## src/rtl/da_dct8_pkg.sv

```systemverilog
package da_dct8_pkg;

  // Q12 coefficient constants
  localparam int CK_A = 2896;
  localparam int CK_B = 3784;
  localparam int CK_C = 1567;
  localparam int CK_D = 4017;
  localparam int CK_E = 3406;
  localparam int CK_F = 2276;
  localparam int CK_G = 799;

  typedef enum logic [1:0] {
    ST_LOAD   = 2'd0,
    ST_BFLY   = 2'd1,
    ST_SERIAL = 2'd2,
    ST_OUT    = 2'd3
  } dct_state_e;

  // coefficient of operand col in row row; odd selects the difference matrix
  function automatic int dct_coef(input int odd, input int row, input int col);
    int c;
    c = 0;
    if (odd == 0) begin
      case (row)
        0: c = CK_A;
        1: case (col) 0: c = CK_B; 1: c = CK_C; 2: c = -CK_C; default: c = -CK_B; endcase
        2: c = (col == 0 || col == 3) ? CK_A : -CK_A;
        default: case (col) 0: c = CK_C; 1: c = -CK_B; 2: c = CK_B; default: c = -CK_C; endcase
      endcase
    end else begin
      case (row)
        0: case (col) 0: c = CK_D; 1: c = CK_E; 2: c = CK_F; default: c = CK_G; endcase
        1: case (col) 0: c = CK_E; 1: c = -CK_G; 2: c = -CK_D; default: c = -CK_F; endcase
        2: case (col) 0: c = CK_F; 1: c = -CK_D; 2: c = CK_G; default: c = CK_E; endcase
        default: case (col) 0: c = CK_G; 1: c = -CK_F; 2: c = CK_E; default: c = -CK_D; endcase
      endcase
    end
    return c;
  endfunction

  // table word: operand k drives address bit 3-k
  function automatic int dct_rom_word(input int odd, input int row, input logic [3:0] addr);
    int w;
    w = 0;
    for (int k = 0; k < 4; k++) begin
      if (addr[3-k]) w = w + dct_coef(odd, row, k);
    end
    return w;
  endfunction

endpackage

```

## src/rtl/da_dct8_inbuf.sv

```systemverilog
module da_dct8_inbuf #(
  parameter int SAMPLE_W = 16,
  parameter int NPTS     = 8
) (
  input  logic                       clk,
  input  logic                       rst_n,
  input  logic                       clr,
  input  logic                       wr_en,
  input  logic [SAMPLE_W-1:0]        wr_data,
  output logic                       last_slot,
  output logic [NPTS*SAMPLE_W-1:0]   samples
);
  localparam int CNT_W = $clog2(NPTS);

  logic [CNT_W-1:0]    cnt_q, cnt_d;
  logic [SAMPLE_W-1:0] slot_q [NPTS];

  always_comb begin
    cnt_d = cnt_q;
    if (clr)        cnt_d = '0;
    else if (wr_en) cnt_d = (cnt_q == CNT_W'(NPTS-1)) ? '0 : cnt_q + 1'b1;
  end

  always_ff @(posedge clk or negedge rst_n) begin
    if (!rst_n) cnt_q <= '0;
    else        cnt_q <= cnt_d;
  end

  always_ff @(posedge clk) begin
    if (wr_en && !clr) slot_q[cnt_q] <= wr_data;
  end

  assign last_slot = (cnt_q == CNT_W'(NPTS-1));

  for (genvar g = 0; g < NPTS; g++) begin : g_pack
    assign samples[g*SAMPLE_W +: SAMPLE_W] = slot_q[g];
  end
endmodule

```

## src/rtl/da_dct8_bfly.sv

```systemverilog
module da_dct8_bfly #(
  parameter int SAMPLE_W = 16,
  parameter int NPTS     = 8
) (
  input  logic                            clk,
  input  logic                            load_en,
  input  logic [NPTS*SAMPLE_W-1:0]        samples,
  output logic [(NPTS/2)*(SAMPLE_W+1)-1:0] sums,
  output logic [(NPTS/2)*(SAMPLE_W+1)-1:0] difs
);
  localparam int HALF = NPTS / 2;
  localparam int OP_W = SAMPLE_W + 1;

  for (genvar g = 0; g < HALF; g++) begin : g_pair
    logic [SAMPLE_W-1:0] lo, hi;
    logic [OP_W-1:0]     lo_x, hi_x, sum_d, dif_d, sum_q, dif_q;

    assign lo    = samples[g*SAMPLE_W +: SAMPLE_W];
    assign hi    = samples[(NPTS-1-g)*SAMPLE_W +: SAMPLE_W];
    assign lo_x  = {lo[SAMPLE_W-1], lo};
    assign hi_x  = {hi[SAMPLE_W-1], hi};
    assign sum_d = lo_x + hi_x;
    assign dif_d = lo_x - hi_x;

    always_ff @(posedge clk) begin
      if (load_en) begin
        sum_q <= sum_d;
        dif_q <= dif_d;
      end
    end

    assign sums[g*OP_W +: OP_W] = sum_q;
    assign difs[g*OP_W +: OP_W] = dif_q;
  end
endmodule

```

## src/rtl/da_dct8_lane.sv

```systemverilog
module da_dct8_lane
  import da_dct8_pkg::*;
#(
  parameter int ODD   = 0,
  parameter int ROW   = 0,
  parameter int OP_W  = 17,
  parameter int ACC_W = 32
) (
  input  logic                   clk,
  input  logic                   rst_n,
  input  logic                   acc_clr,
  input  logic                   step_en,
  input  logic                   first_step,
  input  logic [$clog2(OP_W)-1:0] bitpos,
  input  logic [4*OP_W-1:0]      ops,
  output logic [ACC_W-1:0]       acc
);
  localparam int NWORDS = 16;

  logic [OP_W-1:0]         op_arr  [4];
  logic signed [ACC_W-1:0] rom_tbl [NWORDS];
  logic [3:0]              addr;
  logic signed [ACC_W-1:0] word;
  logic signed [ACC_W-1:0] acc_q, acc_d;

  for (genvar g = 0; g < 4; g++) begin : g_ops
    assign op_arr[g] = ops[g*OP_W +: OP_W];
  end

  for (genvar a = 0; a < NWORDS; a++) begin : g_rom
    assign rom_tbl[a] = ACC_W'(dct_rom_word(ODD, ROW, 4'(a)));
  end

  always_comb begin
    for (int k = 0; k < 4; k++) addr[3-k] = op_arr[k][bitpos];
  end

  assign word = rom_tbl[addr];

  always_comb begin
    acc_d = acc_q;
    if (acc_clr)      acc_d = '0;
    else if (step_en) acc_d = first_step ? -word : (acc_q <<< 1) + word;
  end

  always_ff @(posedge clk or negedge rst_n) begin
    if (!rst_n) acc_q <= '0;
    else        acc_q <= acc_d;
  end

  assign acc = acc_q;
endmodule

```

## src/rtl/da_dct8_ctrl.sv

```systemverilog
module da_dct8_ctrl
  import da_dct8_pkg::*;
#(
  parameter int OP_W = 17
) (
  input  logic                    clk,
  input  logic                    rst_n,
  input  logic                    clr,
  input  logic                    in_valid,
  input  logic                    last_slot,
  input  logic                    out_ready,
  output logic                    in_ready,
  output logic                    bfly_en,
  output logic                    acc_clr,
  output logic                    step_en,
  output logic                    first_step,
  output logic [$clog2(OP_W)-1:0] bitpos,
  output logic                    out_valid,
  output logic                    done
);
  localparam int BP_W = $clog2(OP_W);
  localparam logic [BP_W-1:0] BP_TOP = BP_W'(OP_W-1);

  dct_state_e      state_q, state_d;
  logic [BP_W-1:0] bp_q, bp_d;
  logic            done_q, done_d;

  always_comb begin
    state_d  = state_q;
    bp_d     = bp_q;
    done_d   = 1'b0;
    in_ready = 1'b0;
    bfly_en  = 1'b0;
    acc_clr  = 1'b0;
    step_en  = 1'b0;
    case (state_q)
      ST_LOAD: begin
        in_ready = 1'b1;
        if (in_valid && last_slot) state_d = ST_BFLY;
      end
      ST_BFLY: begin
        bfly_en = 1'b1;
        acc_clr = 1'b1;
        bp_d    = BP_TOP;
        state_d = ST_SERIAL;
      end
      ST_SERIAL: begin
        step_en = 1'b1;
        if (bp_q == '0) begin
          state_d = ST_OUT;
          done_d  = 1'b1;
        end else begin
          bp_d = bp_q - 1'b1;
        end
      end
      default: begin
        if (out_ready) state_d = ST_LOAD;
      end
    endcase
    if (clr) begin
      state_d = ST_LOAD;
      bp_d    = BP_TOP;
      done_d  = 1'b0;
      acc_clr = 1'b1;
    end
  end

  always_ff @(posedge clk or negedge rst_n) begin
    if (!rst_n) begin
      state_q <= ST_LOAD;
      bp_q    <= BP_TOP;
      done_q  <= 1'b0;
    end else begin
      state_q <= state_d;
      bp_q    <= bp_d;
      done_q  <= done_d;
    end
  end

  assign first_step = (state_q == ST_SERIAL) && (bp_q == BP_TOP);
  assign bitpos     = bp_q;
  assign out_valid  = (state_q == ST_OUT);
  assign done       = done_q;
endmodule

```

## src/rtl/da_dct8.sv

```systemverilog
module da_dct8
  import da_dct8_pkg::*;
#(
  parameter int SAMPLE_W = 16,
  parameter int ACC_W    = 32
) (
  input  logic                clk,
  input  logic                rst_n,
  input  logic                clr,
  input  logic                in_valid,
  output logic                in_ready,
  input  logic [SAMPLE_W-1:0] in_sample,
  output logic                out_valid,
  input  logic                out_ready,
  output logic                done,
  output logic [8*ACC_W-1:0]  out_coefs
);
  localparam int NPTS = 8;
  localparam int HALF = NPTS / 2;
  localparam int OP_W = SAMPLE_W + 1;
  localparam int BP_W = $clog2(OP_W);

  logic [1:0]                rst_sync_q;
  logic                      rst_int_n;
  logic                      wr_en, last_slot;
  logic [NPTS*SAMPLE_W-1:0]  samples;
  logic [HALF*OP_W-1:0]      sums, difs;
  logic                      bfly_en, acc_clr, step_en, first_step;
  logic [BP_W-1:0]           bitpos;

  // asynchronous assertion, synchronous release
  always_ff @(posedge clk or negedge rst_n) begin
    if (!rst_n) rst_sync_q <= 2'b00;
    else        rst_sync_q <= {rst_sync_q[0], 1'b1};
  end
  assign rst_int_n = rst_sync_q[1];

  assign wr_en = in_valid && in_ready;

  da_dct8_inbuf #(.SAMPLE_W(SAMPLE_W), .NPTS(NPTS)) u_inbuf (
    .clk       (clk),
    .rst_n     (rst_int_n),
    .clr       (clr),
    .wr_en     (wr_en),
    .wr_data   (in_sample),
    .last_slot (last_slot),
    .samples   (samples)
  );

  da_dct8_bfly #(.SAMPLE_W(SAMPLE_W), .NPTS(NPTS)) u_bfly (
    .clk     (clk),
    .load_en (bfly_en),
    .samples (samples),
    .sums    (sums),
    .difs    (difs)
  );

  da_dct8_ctrl #(.OP_W(OP_W)) u_ctrl (
    .clk        (clk),
    .rst_n      (rst_int_n),
    .clr        (clr),
    .in_valid   (in_valid),
    .last_slot  (last_slot),
    .out_ready  (out_ready),
    .in_ready   (in_ready),
    .bfly_en    (bfly_en),
    .acc_clr    (acc_clr),
    .step_en    (step_en),
    .first_step (first_step),
    .bitpos     (bitpos),
    .out_valid  (out_valid),
    .done       (done)
  );

  // lane k: even k uses the sums, odd k the differences; row k/2
  for (genvar k = 0; k < NPTS; k++) begin : g_lane
    logic [ACC_W-1:0] lane_acc;
    da_dct8_lane #(
      .ODD   (k % 2),
      .ROW   (k / 2),
      .OP_W  (OP_W),
      .ACC_W (ACC_W)
    ) u_lane (
      .clk        (clk),
      .rst_n      (rst_int_n),
      .acc_clr    (acc_clr),
      .step_en    (step_en),
      .first_step (first_step),
      .bitpos     (bitpos),
      .ops        ((k % 2) ? difs : sums),
      .acc        (lane_acc)
    );
    assign out_coefs[k*ACC_W +: ACC_W] = lane_acc;
  end
endmodule

```

## config.mk

```make
export PLATFORM = sky130hd
export DESIGN_NAME = da_dct8
export DESIGN_NICKNAME = d
export VERILOG_FILES = /design/src/rtl/da_dct8_pkg.sv /design/src/rtl/da_dct8_inbuf.sv /design/src/rtl/da_dct8_bfly.sv /design/src/rtl/da_dct8_lane.sv /design/src/rtl/da_dct8_ctrl.sv /design/src/rtl/da_dct8.sv
export SDC_FILE = /design/constraint.sdc
export NUM_CORES = 2
export LEC_CHECK = 0
export ABC_AREA = 0
export BUFFER_PORTS_ARGS = -buffer_cell sky130_fd_sc_hd__buf_2
export CORE_ASPECT_RATIO = 0.75
export CORE_MARGIN = 8
export CORE_UTILIZATION = 24
export DETAILED_ROUTE_END_ITERATION = 7
export PLACE_DENSITY = 0.38
export SETUP_SLACK_MARGIN = 0.05
export SLEW_MARGIN = 20
export SYNTH_ARGS = -nofsm -noshare
export SYNTH_HDL_FRONTEND = slang
export SYNTH_SLANG_ARGS = --single-unit
```

## constraint.sdc

```tcl
create_clock -name clk -period 14 [get_ports clk]
set_input_delay 0.7 -clock clk [delete_from_list [all_inputs] [get_ports clk]]
set_output_delay 0.7 -clock clk [all_outputs]
set_load 0.1 [all_outputs]
```

==> flow_summary.yaml <==
min_path:
  timing.hold.worst.class: "reg2async"
clock_tree:
  cts.sink_count: 518
  clockBufferDepth: 3
  clock_tree_from_tritoncts: "built"
  clockRootBuffer: "clkbuf_16"
  worst_skew_pair_later_pin_latency_ps: 690
  cts-htree-levels: 3
  cts_made_buffers: 69
  clk_pin_slew_worst_paths_ps: 60
layout:
  area_growth_syn_to_layout_pct: 14.9
  final_common_cell: "nand2_1"
  nNetsFinal: 5190
  register_area_sq_mm: 0.0143
  mostFrequentLayoutCells: "nand2_1 (428), ha_1 (391), nor2_1 (385), a21oi_1 (385), o21ai_0 (367)"
  multi_input_area_sq_mm: 0.0246
  final_layout_size_suffix_gt1_share_pct: 11.3
  layout.cell_area.non_filler_sq_mm: 0.0468
  fill_cells: 18200
critical_path:
  arrival_ps: 8830
  crit_fanout: 26
  critPathLaunchType: "register"
  reg2regPathDepth: 23
  cp_cell_sequence: "buf_4 -> mux4_1 -> mux2i_1 -> o22ai_1 -> nor2_1 -> ha_1 -> nand3_1 -> xnor2_1 -> fa_1 -> a21o_1 -> a21oi_1 -> o21bai_1 -> a21o_1 -> a21o_1 -> a21o_1 -> a2111oi_0 -> buf_4 -> o311ai_0 -> a2111oi_0 -> o31ai_1 -> a221oi_1 -> mux2i_1 -> o211ai_1"
  critical_path_cell_with_the_highest_stage_delay: "dfrtp_2"
  criticalPathCategory: "reg2reg"
  critical_path_capture_point_type: "register"
  max_stage_delay_ps: 710
  worst_r2r_endpoint: "g_lane[5].u_lane.acc[31]"
  r2r-start: "u_ctrl.bitpos[0]"
  reg2reg_setup_slack_ps: 5690
  crit_path_frequent_cell: "a21o_1"
  worst_ep_required_time_ps: 14520
floorplanning:
  placeableCoreArea_sq_mm: 0.169
  floorplan.die_area_sq_mm: 0.183
  chipHeight_um: 373
  initial_core_util_pct: 24.1
  floorplan.die.width_um: 492
  io_pins: 280
  core.rowCount: 131
placement:
  post_detail_place_hpwl_mm: 110
  globalplace.congestion: 0.845
  dp_slack_ps: 5680
  io_buffer_count: 271
  post_dp_cell_area_sq_mm: 0.0446
synth:
  post_synthesis_async_set_or_reset_flop_share_pct: 49.8
  synthesis.area_sq_mm: 0.0408
  synth_enable_flop_cells: 260
  ys_seq_elements: 518
  yosysSeqAreaShare_pct: 35.0
  synthDistinctLibCells: 121
  synth_area_per_cell_sq_um: 8.96
  dominantRegCellSynth: "edfxtp_1"
  synthCells: 4551
  yosys_warnings: 0
sta:
  slew_headroom_pct: 33.5
  final-max-slew-violation-count: 0
  worst_pin_slew_ps: 995
  fmaxAchievable_mhz: 120
  grt_setup_unrepaired: "false"
  post-route-period-util_pct: 59.3
  final_critical_path_setup_slack_ps: 5690
  clock_skew_ps: 68.9
  setup_tns_ps: 0
  timing.final.setup_violations: 0
  timing.final.hold_violations: 0
  layout_min_cycle_time_ps: 8310
detailed_routing:
  avgViaCountPerCell: 4.89
  dr_vias: 34600
  drt-pass1-iter-count: 5
  dr_drc_count: 0
  wl_mm: 147
  postRouteAntennaNets: 0
  first_iter_violations: 2352
  post_drt_wl_per_cell_um: 20.8
global_route:
  grt_max_degree: 131
  antenna_violations_before_repair: 6
  grtUsageTotal_pct: 15.5
  first_global_vias: 34500
  grt_overflow: 0
  wire_length_of_the_first_global_routing_pass_mm: 224
flow_run:
  max-cap-violations: 0
run_status:
  run_status: "finished, final reports clean"
-- layer usage --
layer	routed length (um)	share of wire, %	track usage (%)
met2	64100	44	24.4
met5	0	0	0
met4	3120	2.1	3.32
met3	5920	4.0	2.61
met1	73700	50	22.2
-- stage by stage --
step                util [%]  hold slack, ps  cells
floorplan                  -             331   4558
global placement        26.3             287   6950
detailed placement      26.3             293   6950
CTS                     27.6             266   7076
global route            27.6             296   7076
finish                  27.6             269   7078
-- logic make-up (layout without fill, tap and decap cells) --
family	Yosys count	count (layout)	synth area share, %
simple gates	1316	1316	15.0
other cells	2	11	0.0184
xor+xnor	325	325	7.00
mux	79	79	2.74
buf+inv	493	750	5.12
fa+ha+maj	412	412	12.9
compound gates	1406	1406	22.3
flops	518	518	35.0
-- critical path, delay by kind of cell (launching register included) --
| kind | cells | cell delay [ps] |
|---|---|---|
| mux | 3 | 1050 |
| compound gates | 13 | 3400 |
| xor+xnor | 1 | 280 |
| fa+ha+maj | 2 | 1070 |
| flops | 1 | 710 |
| buf+inv | 2 | 710 |
| simple gates | 2 | 920 |
-- what timing repair did --
action	4_1_cts	5_1_grt
buffers inserted	0	0
hold buffers	1	0
gates resized for setup	0	0
hold endpoints to repair	2	0
-- sequential cells by signal, summed over array words and instances, names as in the netlist --
| name | cells |
|---|---|
| u_inbuf.cnt_q | 3 |
| g_lane.u_lane.acc | 245 |
| u_ctrl.bitpos | 5 |
| u_bfly.g_pair.dif_q | 68 |
| u_bfly.g_pair.sum_q | 64 |
| u_ctrl.done | 1 |
| u_inbuf.slot_q | 128 |
| rst_sync_q | 2 |
| u_ctrl.state_q | 2 |
-- cells in the mapped netlist, types with 28 or more instances --
library cell,count,area [sq um]
inv_1,291,1090
o211ai_1,33,248
ha_1,393,4920
o21bai_1,43,323
nand2b_1,46,288
mux2i_1,46,460
nor2_1,391,1470
edfxtp_1,260,7810
xnor2_1,214,1870
nand2_1,430,1610
and3_1,66,413
nor2b_1,57,357
a21oi_1,385,1930
xor2_1,110,963
or3_1,41,257
a211oi_1,29,218
a21boi_0,28,210
nor3_1,74,370
dfrtp_1,257,6430
a21o_1,130,976
nand3_1,89,445
a31oi_1,57,357
o21ai_0,368,1840
a221oi_1,30,263
clkbuf_1,126,473
-- worst max path at each step --
stage / endpoint / slack, ps / start
floorplan: g_lane[0].u_lane.acc[10] / 6280 / rst_sync_q[1]
global placement: g_lane[5].u_lane.acc[31] / 5830 / u_ctrl.bitpos[0]
finish: g_lane[5].u_lane.acc[31] / 5690 / u_ctrl.bitpos[0]
global route: g_lane[5].u_lane.acc[31] / 5030 / u_ctrl.bitpos[0]
detailed placement: g_lane[5].u_lane.acc[31] / 5680 / u_ctrl.bitpos[0]
CTS: g_lane[5].u_lane.acc[31] / 5660 / u_ctrl.bitpos[0]
-- layout make-up --
class / count / share of cell area [%]
diodes: 2 / 0.0107
clock buffers: 88 / 4.01
flip-flops and latches: 518 / 30.5
repair buffers: 328 / 3.84
multi-input cells: 3547 / 52.4
inverters: 297 / 2.38
well taps: 2261 / 6.04
clock inverters: 37 / 0.828
Power is left out: the tool's default activity adds up to more than one toggle a clock period on the data nets, which glitch-free logic cannot reach.
